==> config.mk <==
export PLATFORM = sky130hd
export DESIGN_NAME = rst_seq_ctrl
export DESIGN_NICKNAME = d
export VERILOG_FILES = /design/src/rtl/rst_seq_pkg.sv /design/src/rtl/rst_seq_regs.sv /design/src/rtl/rst_seq_fsm.sv /design/src/rtl/rst_seq_pin.sv /design/src/rtl/rst_seq_ctrl.sv
export SDC_FILE = /design/constraint.sdc
export NUM_CORES = 1
export LEC_CHECK = 0
export BUFFER_PORTS_ARGS = -buffer_cell sky130_fd_sc_hd__buf_2
export CAP_MARGIN = 5
export CORE_ASPECT_RATIO = 1.2
export CORE_UTILIZATION = 55
export CTS_BUF_LIST = sky130_fd_sc_hd__clkbuf_4 sky130_fd_sc_hd__clkbuf_8
export DETAILED_ROUTE_END_ITERATION = 12
export PLACE_DENSITY = 0.78
export RECOVER_POWER = 25
export SLEW_MARGIN = 20
export SYNTH_ARGS = -nofsm -noshare
export SYNTH_HDL_FRONTEND = slang
export SYNTH_SLANG_ARGS = --single-unit
==> constraint.sdc <==
create_clock -name clk_i -period 4.45 [get_ports clk_i]
set_input_delay 0.89 -clock clk_i [delete_from_list [all_inputs] [get_ports clk_i]]
set_output_delay 0.89 -clock clk_i [all_outputs]
set_load 0.03 [all_outputs]
==> src/rtl/rst_seq_pkg.sv <==
package rst_seq_pkg;
  typedef enum logic [1:0] {ST_IDLE, ST_BKUP, ST_HOLD, ST_START} seq_st_e;

  typedef struct packed {
    logic proc;
    logic peri;
  } rst_mask_t;

  localparam logic [2:0] RT_GENERAL  = 3'd0;
  localparam logic [2:0] RT_BACKUP   = 3'd1;
  localparam logic [2:0] RT_WATCHDOG = 3'd2;
  localparam logic [2:0] RT_SOFT     = 3'd3;
  localparam logic [7:0] WR_KEY      = 8'hA5;
endpackage

==> src/rtl/rst_seq_regs.sv <==
module rst_seq_regs
  import rst_seq_pkg::*;
#(
  parameter int EXT_LEN_W = 4
) (
  input  logic                 clk_i,
  input  logic                 rst_ni,
  input  logic                 we_i,
  input  logic                 sel_i,
  input  logic [7:0]           key_i,
  input  logic [7:0]           wdata_i,
  output logic                 sw_req_o,
  output rst_mask_t            sw_mask_o,
  output logic [EXT_LEN_W-1:0] ext_len_o,
  output logic                 cp_en_o
);
  logic key_ok;
  logic mode_wr;

  assign key_ok    = (key_i == WR_KEY);
  assign mode_wr   = we_i & sel_i & key_ok;
  assign sw_mask_o = '{proc: wdata_i[0], peri: wdata_i[1]};
  assign sw_req_o  = we_i & ~sel_i & key_ok & (wdata_i[0] | wdata_i[1]);

  always_ff @(posedge clk_i or negedge rst_ni) begin
    if (!rst_ni) begin
      ext_len_o <= '0;
      cp_en_o   <= 1'b1;
    end else if (mode_wr) begin
      ext_len_o <= wdata_i[EXT_LEN_W-1:0];
      cp_en_o   <= wdata_i[4];
    end
  end


  bad_key_chk: assert property (@(posedge clk_i) disable iff (!rst_ni)
    (we_i && key_i != WR_KEY) |=> ($stable(ext_len_o) && $stable(cp_en_o)));
endmodule

==> src/rtl/rst_seq_fsm.sv <==
module rst_seq_fsm
  import rst_seq_pkg::*;
#(
  parameter int HOLD_CYC  = 3,
  parameter int START_CYC = 2
) (
  input  logic       clk_i,
  input  logic       rst_ni,
  input  logic       bkup_req_i,
  input  logic       wdt_fault_i,
  input  logic       wdt_rst_en_i,
  input  logic       wdt_proc_only_i,
  input  logic       sw_req_i,
  input  rst_mask_t  sw_mask_i,
  output logic       proc_rst_no,
  output logic       peri_rst_no,
  output logic       bkup_act_o,
  output logic       ext_load_o,
  output logic [2:0] rst_type_o
);
  localparam int MAX_CYC = (HOLD_CYC > START_CYC) ? HOLD_CYC : START_CYC;
  localparam int CNT_W   = $clog2(MAX_CYC + 1);

  seq_st_e          state_q;
  rst_mask_t        mask_q;
  logic [CNT_W-1:0] cnt_q;
  logic             idle;
  logic             wd_hit;

  assign idle       = (state_q == ST_IDLE);
  assign wd_hit     = idle & ~bkup_req_i & wdt_fault_i & wdt_rst_en_i;
  assign ext_load_o = wd_hit & ~wdt_proc_only_i;
  assign bkup_act_o = (state_q == ST_BKUP);

  assign proc_rst_no = ~(bkup_act_o |
                        (((state_q == ST_HOLD) | (state_q == ST_START)) & mask_q.proc));
  assign peri_rst_no = ~(bkup_act_o | ((state_q == ST_HOLD) & mask_q.peri));

  always_ff @(posedge clk_i or negedge rst_ni) begin
    if (!rst_ni) begin
      state_q    <= ST_BKUP;
      mask_q     <= '{proc: 1'b1, peri: 1'b1};
      cnt_q      <= '0;
      rst_type_o <= RT_GENERAL;
    end else if (bkup_req_i) begin
      state_q    <= ST_BKUP;
      mask_q     <= '{proc: 1'b1, peri: 1'b1};
      cnt_q      <= '0;
      rst_type_o <= RT_BACKUP;
    end else begin
      unique case (state_q)
        ST_BKUP: begin
          state_q <= ST_START;
          cnt_q   <= CNT_W'(START_CYC - 1);
        end
        ST_IDLE: begin
          if (wd_hit) begin
            mask_q     <= '{proc: 1'b1, peri: ~wdt_proc_only_i};
            state_q    <= ST_HOLD;
            cnt_q      <= CNT_W'(HOLD_CYC - 1);
            rst_type_o <= RT_WATCHDOG;
          end else if (sw_req_i) begin
            mask_q     <= sw_mask_i;
            state_q    <= ST_HOLD;
            cnt_q      <= CNT_W'(HOLD_CYC - 1);
            rst_type_o <= RT_SOFT;
          end
        end
        ST_HOLD: begin
          if (cnt_q != '0) cnt_q <= cnt_q - 1'b1;
          else if (mask_q.proc) begin
            state_q <= ST_START;
            cnt_q   <= CNT_W'(START_CYC - 1);
          end else state_q <= ST_IDLE;
        end
        ST_START: begin
          if (cnt_q != '0) cnt_q <= cnt_q - 1'b1;
          else state_q <= ST_IDLE;
        end
        default: state_q <= ST_IDLE;
      endcase
    end
  end


  bkup_hold_chk: assert property (@(posedge clk_i) disable iff (!rst_ni)
    bkup_req_i |=> (!proc_rst_no && !peri_rst_no && rst_type_o == RT_BACKUP));

  wd_off_chk: assert property (@(posedge clk_i) disable iff (!rst_ni)
    (idle && wdt_fault_i && !wdt_rst_en_i && !sw_req_i && !bkup_req_i)
      |=> (proc_rst_no && peri_rst_no && $stable(rst_type_o)));

  proc_after_peri_chk: assert property (@(posedge clk_i) disable iff (!rst_ni)
    $rose(proc_rst_no) |-> ($past(peri_rst_no) && $past(peri_rst_no, 2)));

  busy_ignore_chk: assert property (@(posedge clk_i) disable iff (!rst_ni)
    (!idle && !bkup_act_o && !bkup_req_i) |=> $stable(rst_type_o));
endmodule

==> src/rtl/rst_seq_pin.sv <==
module rst_seq_pin #(
  parameter int EXT_LEN_W = 4,
  parameter int BLANK_CYC = 3
) (
  input  logic                 clk_i,
  input  logic                 rst_ni,
  input  logic                 load_i,
  input  logic                 clr_i,
  input  logic [EXT_LEN_W-1:0] len_i,
  input  logic                 nrst_pin_i,
  output logic                 ext_rst_no,
  output logic                 usr_rst_o
);
  localparam int CNT_W = (1 << EXT_LEN_W) + 1;
  localparam int BLK_W = $clog2(BLANK_CYC + 1);

  logic [CNT_W-1:0]   ext_cnt_q;
  logic [EXT_LEN_W:0] shamt;
  logic [CNT_W-1:0]   load_val;
  logic [2:0]         sync_q;
  logic [BLK_W-1:0]   blank_q;
  logic               blank_act;
  logic               fall;

  assign shamt      = {1'b0, len_i} + (EXT_LEN_W+1)'(1);
  assign load_val   = CNT_W'(1) << shamt;
  assign ext_rst_no = (ext_cnt_q == '0);

  always_ff @(posedge clk_i or negedge rst_ni) begin
    if (!rst_ni) ext_cnt_q <= '0;
    else if (clr_i) ext_cnt_q <= '0;
    else if (load_i) ext_cnt_q <= load_val;
    else if (ext_cnt_q != '0) ext_cnt_q <= ext_cnt_q - 1'b1;
  end

  // sync_q[0..1] synchronize, sync_q[2] is the previous synchronized level
  always_ff @(posedge clk_i or negedge rst_ni) begin
    if (!rst_ni) begin
      sync_q  <= 3'b111;
      blank_q <= '0;
    end else begin
      sync_q <= {sync_q[1:0], nrst_pin_i};
      if (!ext_rst_no) blank_q <= BLK_W'(BLANK_CYC);
      else if (blank_q != '0) blank_q <= blank_q - 1'b1;
    end
  end

  assign blank_act = ~ext_rst_no | (blank_q != '0);
  assign fall      = sync_q[2] & ~sync_q[1];
  assign usr_rst_o = fall & ~blank_act;


  ext_drive_chk: assert property (@(posedge clk_i) disable iff (!rst_ni)
    (load_i && !clr_i) |=> !ext_rst_no);

  usr_blank_chk: assert property (@(posedge clk_i) disable iff (!rst_ni)
    usr_rst_o |-> ext_rst_no);

  usr_pulse_chk: assert property (@(posedge clk_i) disable iff (!rst_ni)
    usr_rst_o |=> !usr_rst_o);
endmodule

==> src/rtl/rst_seq_ctrl.sv <==
module rst_seq_ctrl
  import rst_seq_pkg::*;
#(
  parameter int EXT_LEN_W = 4,
  parameter int HOLD_CYC  = 3,
  parameter int START_CYC = 2,
  parameter int BLANK_CYC = 3
) (
  input  logic       clk_i,
  input  logic       rst_ni,
  input  logic       bkup_req_i,
  input  logic       wdt_fault_i,
  input  logic       wdt_rst_en_i,
  input  logic       wdt_proc_only_i,
  input  logic       reg_we_i,
  input  logic       reg_sel_i,
  input  logic [7:0] reg_key_i,
  input  logic [7:0] reg_wdata_i,
  input  logic       nrst_pin_i,
  output logic       proc_rst_no,
  output logic       peri_rst_no,
  output logic       cp_rst_no,
  output logic       ext_rst_no,
  output logic       usr_rst_o,
  output logic [2:0] rst_type_o
);
  logic                 sw_req;
  rst_mask_t            sw_mask;
  logic [EXT_LEN_W-1:0] ext_len;
  logic                 cp_en;
  logic                 bkup_act;
  logic                 ext_load;

  rst_seq_regs #(.EXT_LEN_W(EXT_LEN_W)) u_regs (
    .clk_i, .rst_ni,
    .we_i     (reg_we_i),
    .sel_i    (reg_sel_i),
    .key_i    (reg_key_i),
    .wdata_i  (reg_wdata_i),
    .sw_req_o (sw_req),
    .sw_mask_o(sw_mask),
    .ext_len_o(ext_len),
    .cp_en_o  (cp_en)
  );

  rst_seq_fsm #(.HOLD_CYC(HOLD_CYC), .START_CYC(START_CYC)) u_fsm (
    .clk_i, .rst_ni,
    .bkup_req_i, .wdt_fault_i, .wdt_rst_en_i, .wdt_proc_only_i,
    .sw_req_i   (sw_req),
    .sw_mask_i  (sw_mask),
    .proc_rst_no, .peri_rst_no,
    .bkup_act_o (bkup_act),
    .ext_load_o (ext_load),
    .rst_type_o
  );

  rst_seq_pin #(.EXT_LEN_W(EXT_LEN_W), .BLANK_CYC(BLANK_CYC)) u_pin (
    .clk_i, .rst_ni,
    .load_i   (ext_load),
    .clr_i    (bkup_req_i),
    .len_i    (ext_len),
    .nrst_pin_i,
    .ext_rst_no,
    .usr_rst_o
  );

  assign cp_rst_no = cp_en & ~bkup_act;


  cp_follow_chk: assert property (@(posedge clk_i) disable iff (!rst_ni)
    (reg_we_i && reg_sel_i && reg_key_i == WR_KEY && !bkup_req_i)
      |=> (cp_rst_no == $past(reg_wdata_i[4])));
endmodule

==> run metrics, run 1 <==
number of distinct library cell variants in the gate-level netlist after synthesis 50; total number of vias 1696; count of unresolved DRC violations after routing 0; Switch Pwr 542 uW; placeable core area 3420 um^2; vias per cell 6.17; Synth Cell Area 2030 um^2; area of combinational cells with multiple inputs 1060 um^2; launch point of the worst path u_pin.ext_cnt_q[0]$_DFFE_PN0P_; clock share of power 17.7%; fill count 276; arrival time reported for the critical path endpoint 2.55 ns; overall fraction of global-route tracks in use 23.6%; fmax 291 MHz; Worst path slowest cell nand4bb_1; ratio of total power to cell area 588 nW/um^2; post-synth top area cell dfrtp_1; hold_buf cts 0; startpoint of the most critical register-to-register path u_pin.ext_cnt_q[0]$_DFFE_PN0P_; ANT cells 0; largest voltage drop on the vdd net 0.332 mV; cells along the critical path inv_1 -> ha_1 -> nor4b_1 -> nand4bb_1 -> nor3_1 -> buf_2; global-route wire length before repair 7.00 mm; part of the power in combinational logic 45.9%; part of the total power dissipated in sequential elements 36.4%; number of cells in the finished layout apart from fillers 275; number of clock buffers inserted by TritonCTS 5; number of I/O pins 33; DR WL/cell 15.4 um; dominant cell by count in the synthesized netlist dfrtp_1; startpoint kind of the worst setup timing path flip-flop; register area share after synthesis 43.6%; cell depth of the worst min-delay path 0; Period minus WS final 3.44 ns; antenna violations before repair 0; buffers inserted during post-CTS setup optimization 0; Skew-Pair Late Insertion Delay 0.29 ns; count of endpoints failing hold in the final timing report 0; remaining antenna violation count 0; cell types with the highest counts after synthesis 28 x dfrtp_1, 14 x a21oi_1, 14 x nor3_1; post-CTS sizing 0; top_reg_cell synth dfrtp_1; global placer's final weighted congestion 0.788; remaining max-slew budget at the tightest pin -22.4%; clock slew seen by the registers of the worst setup and hold paths 0.07 ns; Critical Path Sink Type output pin; Final Max Tran Viols 36; path depth of the worst reg2reg path 6; Cell Rows 23; Worst R2R Setup Slack 2.01 ns; share of the synthesized area in the top cell type 34.5%; leakage power figure 0.980 nW; CTS sink cnt 35; die span in y 68.5 um; Sw Ratio 40.8%; share of the clock period used by the worst path after layout 77.2%; Crit path largest cell delay 0.55 ns; R2R Path End u_pin.ext_cnt_q[1]$_DFFE_PN0P_; ratio of cells with drive above 1 in the final layout 22.3%; Total Nets Final 266; total number of yosys warnings 0; WL final 4.23 mm; vias in the first global route 1527; Clock Tree Root clkbuf_8; worst-case clock buffer depth 2; Detailed Route Iter0 Violations 31; Critical Path RT 3.56 ns; Die W 57.5 um; CTS H-tree depth 2; Placed Instances 267; Final setup viols 0; TritonCTS clock tree yes; synth top area cells dfrtp_1 35%, dfstp_2 9.1%, xor2_1 4.3%, a21oi_1 3.5%, nor3_1 3.5%; sequential cell area 885 um^2; timing endpoint of the critical path usr_rst_o; net count after synthesis 241; pin count of the biggest net entering global routing 36; total global routing overflow 0; critical path fanouts, max 11; result of the run finished with violations; PortBufs 28; first-pass iteration count of the detailed router 4; transition time at the pin with the least slew margin 1.84 ns; number of synthesized register bits 35; internal portion of total power 785 uW; type of the most critical hold path reg -> reg; worst setup skew after layout 0.00903 ns; Die Area 3940 um^2; post-detail-place hpwl 3.01 mm; crit path kind reg -> out; Mapped Cells 212; synthesized area per cell 9.57 um^2; initial core utilization 59.3%; sum of negative setup slack 0 ns; number of maximum-capacitance violations 1; violations in the final reports capacitance limit, slew limit; post-synthesis async set-or-reset flop share 100%; number of synthesized flops with an enable pin 0; setup repair after global routing missed its margin no; post-synthesis to final-layout area growth 11.3%
-- how the worst min path moves through the flow --
| stage | startpoint | to | slack [ns] |
|---|---|---|---|
| floorplan | u_pin.sync_q[0]$_DFF_PN1_ | u_pin.sync_q[1]$_DFF_PN1_ | 0.35 |
| global placement | u_pin.sync_q[0]$_DFF_PN1_ | u_pin.sync_q[1]$_DFF_PN1_ | 0.35 |
| detailed placement | u_pin.sync_q[0]$_DFF_PN1_ | u_pin.sync_q[1]$_DFF_PN1_ | 0.35 |
| CTS | u_pin.sync_q[0]$_DFF_PN1_ | u_pin.sync_q[1]$_DFF_PN1_ | 0.36 |
| global route | u_pin.sync_q[0]$_DFF_PN1_ | u_pin.sync_q[1]$_DFF_PN1_ | 0.36 |
| finish | u_pin.sync_q[1]$_DFF_PN1_ | u_pin.sync_q[2]$_DFF_PN1_ | 0.36 |
-- power by group through the flow --
stage          logic (mW)  registers [mW]  clock network, mW
2_1_floorplan       0.499           0.460                  0
3_3_place_gp        0.588           0.483                  0
3_5_place_dp        0.599           0.487                  0
4_1_cts             0.608           0.482              0.239
5_1_grt             0.675           0.494              0.250
6_report            0.610           0.483              0.234
-- layer usage --
metal  global-route usage, %  wire, um
met5                       0         0
met4                    9.45        81
met3                    4.66       170
met2                    41.0      2120
met1                    29.0      1860
-- flip-flops by register name, indices dropped and copies added, names as in the netlist --
signal and cells:
u_fsm.rst_type_o 2, u_pin.blank_q 2, u_regs.cp_en_o 1, u_fsm.mask_q 2, u_pin.sync_q 3, u_pin.ext_cnt_q 17, u_fsm.cnt_q 2, u_fsm.state_q 2
u_regs.ext_len_o 4
-- metrics by stage --
stage                     setup slack, ns  power [mW]  util, %  hold WS [ns]  cell area [um^2]
after floorplan                      1.50       0.959        -         0.345              2030
after global placement               1.48        1.07     63.4         0.346              2170
after detailed placement             1.43        1.09     63.4         0.351              2170
after CTS                            1.03        1.33     66.0         0.360              2260
after global routing                0.784        1.42     65.9         0.362              2260
final                                1.01        1.33     65.9         0.357              2260
-- layout by cell type (no fill, tap or decap), types with 7 or more instances in the layout --
master	count
dfstp_2	7
nand3_1	13
nor3_1	14
a21oi_1	14
dfrtp_1	28
nand2_1	11
inv_1	10
xor2_1	10
buf_2	26
nor2_1	13
-- logic make-up after synthesis --
kind of cell | share of synthesized area (%)
simple gates | 25.8
compound gates | 15.9
flops | 43.6
buf+inv | 4.01
xor+xnor | 4.75
mux | 3.33
fa+ha+maj | 2.47
other cells | 0.185
-- worst max-delay path, delay by kind of cell, from the launching register on --
| family | cells | cell delay [ns] |
|---|---|---|
| fa+ha+maj | 1 | 0.24 |
| flops | 1 | 0.45 |
| buf+inv | 2 | 0.32 |
| simple gates | 3 | 1.25 |
-- layout make-up --
| type | instances | area share [%] |
|---|---|---|
| flip-flops and latches | 35 | 39.2 |
| repair buffers | 28 | 6.09 |
| clock buffers | 7 | 3.71 |
| multi-input cells | 157 | 47.1 |
| well taps | 37 | 2.05 |
| inverters | 10 | 1.66 |
| clock inverters | 1 | 0.222 |
No activity file was read; power rests on OpenSTA's default activity.
==> inputs of run 2 (changes only) <==
==> constraint.sdc (replaced) <==
create_clock -name clk_i -period 3.3 [get_ports clk_i]
set_input_delay 0.66 -clock clk_i [delete_from_list [all_inputs] [get_ports clk_i]]
set_output_delay 0.66 -clock clk_i [all_outputs]
set_load 0.03 [all_outputs]
==> run metrics, run 2 (synthesized netlist as in run 1, its figures left out) <==
result of the run finished with violations (unchanged); violations in the final reports capacitance limit, slew limit (unchanged); ratio of total power to cell area 797 nW/um^2 (was 588 nW/um^2); commonest non-fill, non-tap cells in the layout 28 x dfrtp_1, 27 x buf_2, 14 x a21oi_1, 14 x nor3_1 (was 28 x dfrtp_1, 26 x buf_2, 14 x a21oi_1, 14 x nor3_1); Final Max Tran Viols 36 (unchanged); arrival time reported for the critical path endpoint 2.09 ns (was 2.55 ns); Total Nets Final 268 (was 266); number of cells in the finished layout apart from fillers 277 (was 275); global-route wire length before repair 7.18 mm (was 7.00 mm); Critical Path Sink Type output pin (unchanged); WL final 4.16 mm (was 4.23 mm); total number of vias 1715 (was 1696); PortBufs 28 (unchanged); largest voltage drop on the vdd net 0.491 mV (was 0.332 mV); Cell Rows 23 (unchanged); fmax 364 MHz; ANT cells 0 (unchanged); global placer's final weighted congestion 0.777 (was 0.788); leakage power figure 0.998 nW (was 0.980 nW); flip-flop count of the largest register after layout 17 (unchanged); critical path fanouts, max 11 (unchanged); transition time at the pin with the least slew margin 1.79 ns (was 1.84 ns); Skew-Pair Late Insertion Delay 0.28 ns (was 0.29 ns); CTS H-tree depth 2 (unchanged); part of the power in combinational logic 45.2% (was 45.9%); Switch Pwr 725 uW (was 542 uW); clock share of power 19.0% (was 17.7%); first-pass iteration count of the detailed router 4 (unchanged); TritonCTS clock tree yes (unchanged); crit path kind reg -> out (unchanged); hold_buf cts 0 (unchanged); worst setup skew after layout 0.00652 ns (was 0.00903 ns); register with the most flip-flops u_pin.ext_cnt_q (unchanged); worst-case clock buffer depth 2 (unchanged); count of unresolved DRC violations after routing 0 (unchanged); overall fraction of global-route tracks in use 24.4% (was 23.6%); count of endpoints failing hold in the final timing report 0 (unchanged); Clock Tree Root clkbuf_8 (unchanged); remaining max-slew budget at the tightest pin -19.6% (was -22.4%); biggest regs u_pin.ext_cnt_q (17), u_regs.ext_len_o (4), u_pin.sync_q (3) (unchanged); number of I/O pins 33 (unchanged); startpoint kind of the worst setup timing path flip-flop (unchanged); sum of negative setup slack 0 ns (unchanged); setup slack after layout 0.552 ns (was 1.01 ns); pin count of the biggest net entering global routing 36 (unchanged); post-synthesis to final-layout area growth 12.8% (was 11.3%); number of maximum-capacitance violations 1 (unchanged); overall power consumption 1.83 mW (was 1.33 mW); Critical Path RT 2.64 ns (was 3.56 ns); Detailed Route Iter0 Violations 78 (was 31); Placed Instances 269 (was 267); part of the total power dissipated in sequential elements 35.8% (was 36.4%); die span in y 68.5 um (unchanged); antenna violations before repair 0 (unchanged); ratio of cells with drive above 1 in the final layout 22.9% (was 22.3%); Sw Ratio 39.7% (was 40.8%); Setup WS pre-CTS 0.866 ns (was 1.43 ns); type of the most critical hold path reg -> reg (unchanged); fill count 280 (was 276); total global routing overflow 0 (unchanged); setup repair after global routing missed its margin no (unchanged); remaining antenna violation count 0 (unchanged); CTS sink cnt 35 (unchanged); vias per cell 6.19 (was 6.17); share of the clock period used by the worst path after layout 83.3%; number of clock buffers inserted by TritonCTS 5 (unchanged); vias in the first global route 1632 (was 1527); Die W 57.5 um (unchanged); buffers inserted during post-CTS setup optimization 0 (unchanged); placeable core area 3420 um^2 (unchanged); initial core utilization 59.3% (unchanged); internal portion of total power 1.10 mW (was 785 uW); post-CTS sizing 0 (unchanged); Final setup viols 0 (unchanged); post-detail-place hpwl 3.00 mm (was 3.01 mm); Die Area 3940 um^2 (unchanged); leading cell type in the layout, fill and taps excluded dfrtp_1 (unchanged); Period minus WS final 2.75 ns; clock slew seen by the registers of the worst setup and hold paths 0.07 ns (about the same); DR WL/cell 15.0 um (was 15.4 um)
-- run 2: cell types whose count changed in the layout (fill, tap and decap cells not counted) --
cell | before | now
dfstp_1 | 0 | 1
clkbuf_1 | 2 | 1
clkbuf_8 | 5 | 7
buf_4 | 0 | 2
clkbuf_4 | 2 | 1
dfstp_2 | 7 | 6
buf_2 | 26 | 27
clkinv_2 | 1 | 0
-- run 2: final timing paths --
| kind | start | to | slack [ns] | depth (start not counted) |
|---|---|---|---|---|
| worst max-delay path | u_pin.ext_cnt_q[11]$_DFFE_PN0P_ | usr_rst_o | 0.55 | 5 |
| worst min-delay path | u_pin.sync_q[0]$_DFF_PN1_ | u_pin.sync_q[1]$_DFF_PN1_ | 0.35 | 0 |
| worst max register to register | u_pin.ext_cnt_q[0]$_DFFE_PN0P_ | u_pin.ext_cnt_q[8]$_DFFE_PN0P_ | 1.12 | 6 |
| worst min register to register | u_pin.sync_q[0]$_DFF_PN1_ | u_pin.sync_q[1]$_DFF_PN1_ | 0.35 | 0 |
| max in group asynchronous | rst_ni | u_fsm.cnt_q[1]$_DFFE_PN0P_ | 1.41 | 1 |
| min in group asynchronous | rst_ni | u_pin.blank_q[1]$_DFFE_PN0P_ | 0.85 | 1 |
-- run 2: metal layers --
metal  vias up  share of wire, %  GRT usage [%]
met1       828                43           27.6
met3         7               4.1           5.78
met2        45                51           44.3
met4         0               1.7           10.1
met5         -                 0              0
li1        835                 -              -
-- run 2: final cells by class --
type / count / area, um^2 / area share, %
Tap cell: 37 / 46.3 / 2.02
Timing Repair Buffer: 30 / 154 / 6.72
Inverter: 10 / 37.5 / 1.64
Clock buffer: 8 / 104 / 4.54
Multi-Input combinational cell: 157 / 1060 / 46.4
Sequential cell: 35 / 885 / 38.6
-- run 2: power groups by stage --
stage | clock network, mW | registers, mW | logic (mW)
2_1_floorplan | 0 | 0.620 | 0.673
3_3_place_gp | 0 | 0.651 | 0.804
3_5_place_dp | 0 | 0.656 | 0.813
4_1_cts | 0.353 | 0.650 | 0.824
5_1_grt | 0.364 | 0.667 | 0.921
6_report | 0.348 | 0.653 | 0.825
-- run 2: stage by stage --
step           instance area [um^2]  utilization [%]  hold WS, ns
6_report                       2290             66.9        0.354
5_1_grt                        2290             66.9        0.368
4_1_cts                        2290             66.9        0.355
3_5_place_dp                   2190             63.9        0.347
3_3_place_gp                   2190             63.9        0.346
2_1_floorplan                  2030                -        0.345
-- run 2: critical path: stages, from the launching register on --
cell,delay (ns)
dfrtp_1,0.42
or4_4,0.59
nand4bb_1,0.20
buf_4,0.21
nor3_1,0.16
buf_2,0.22
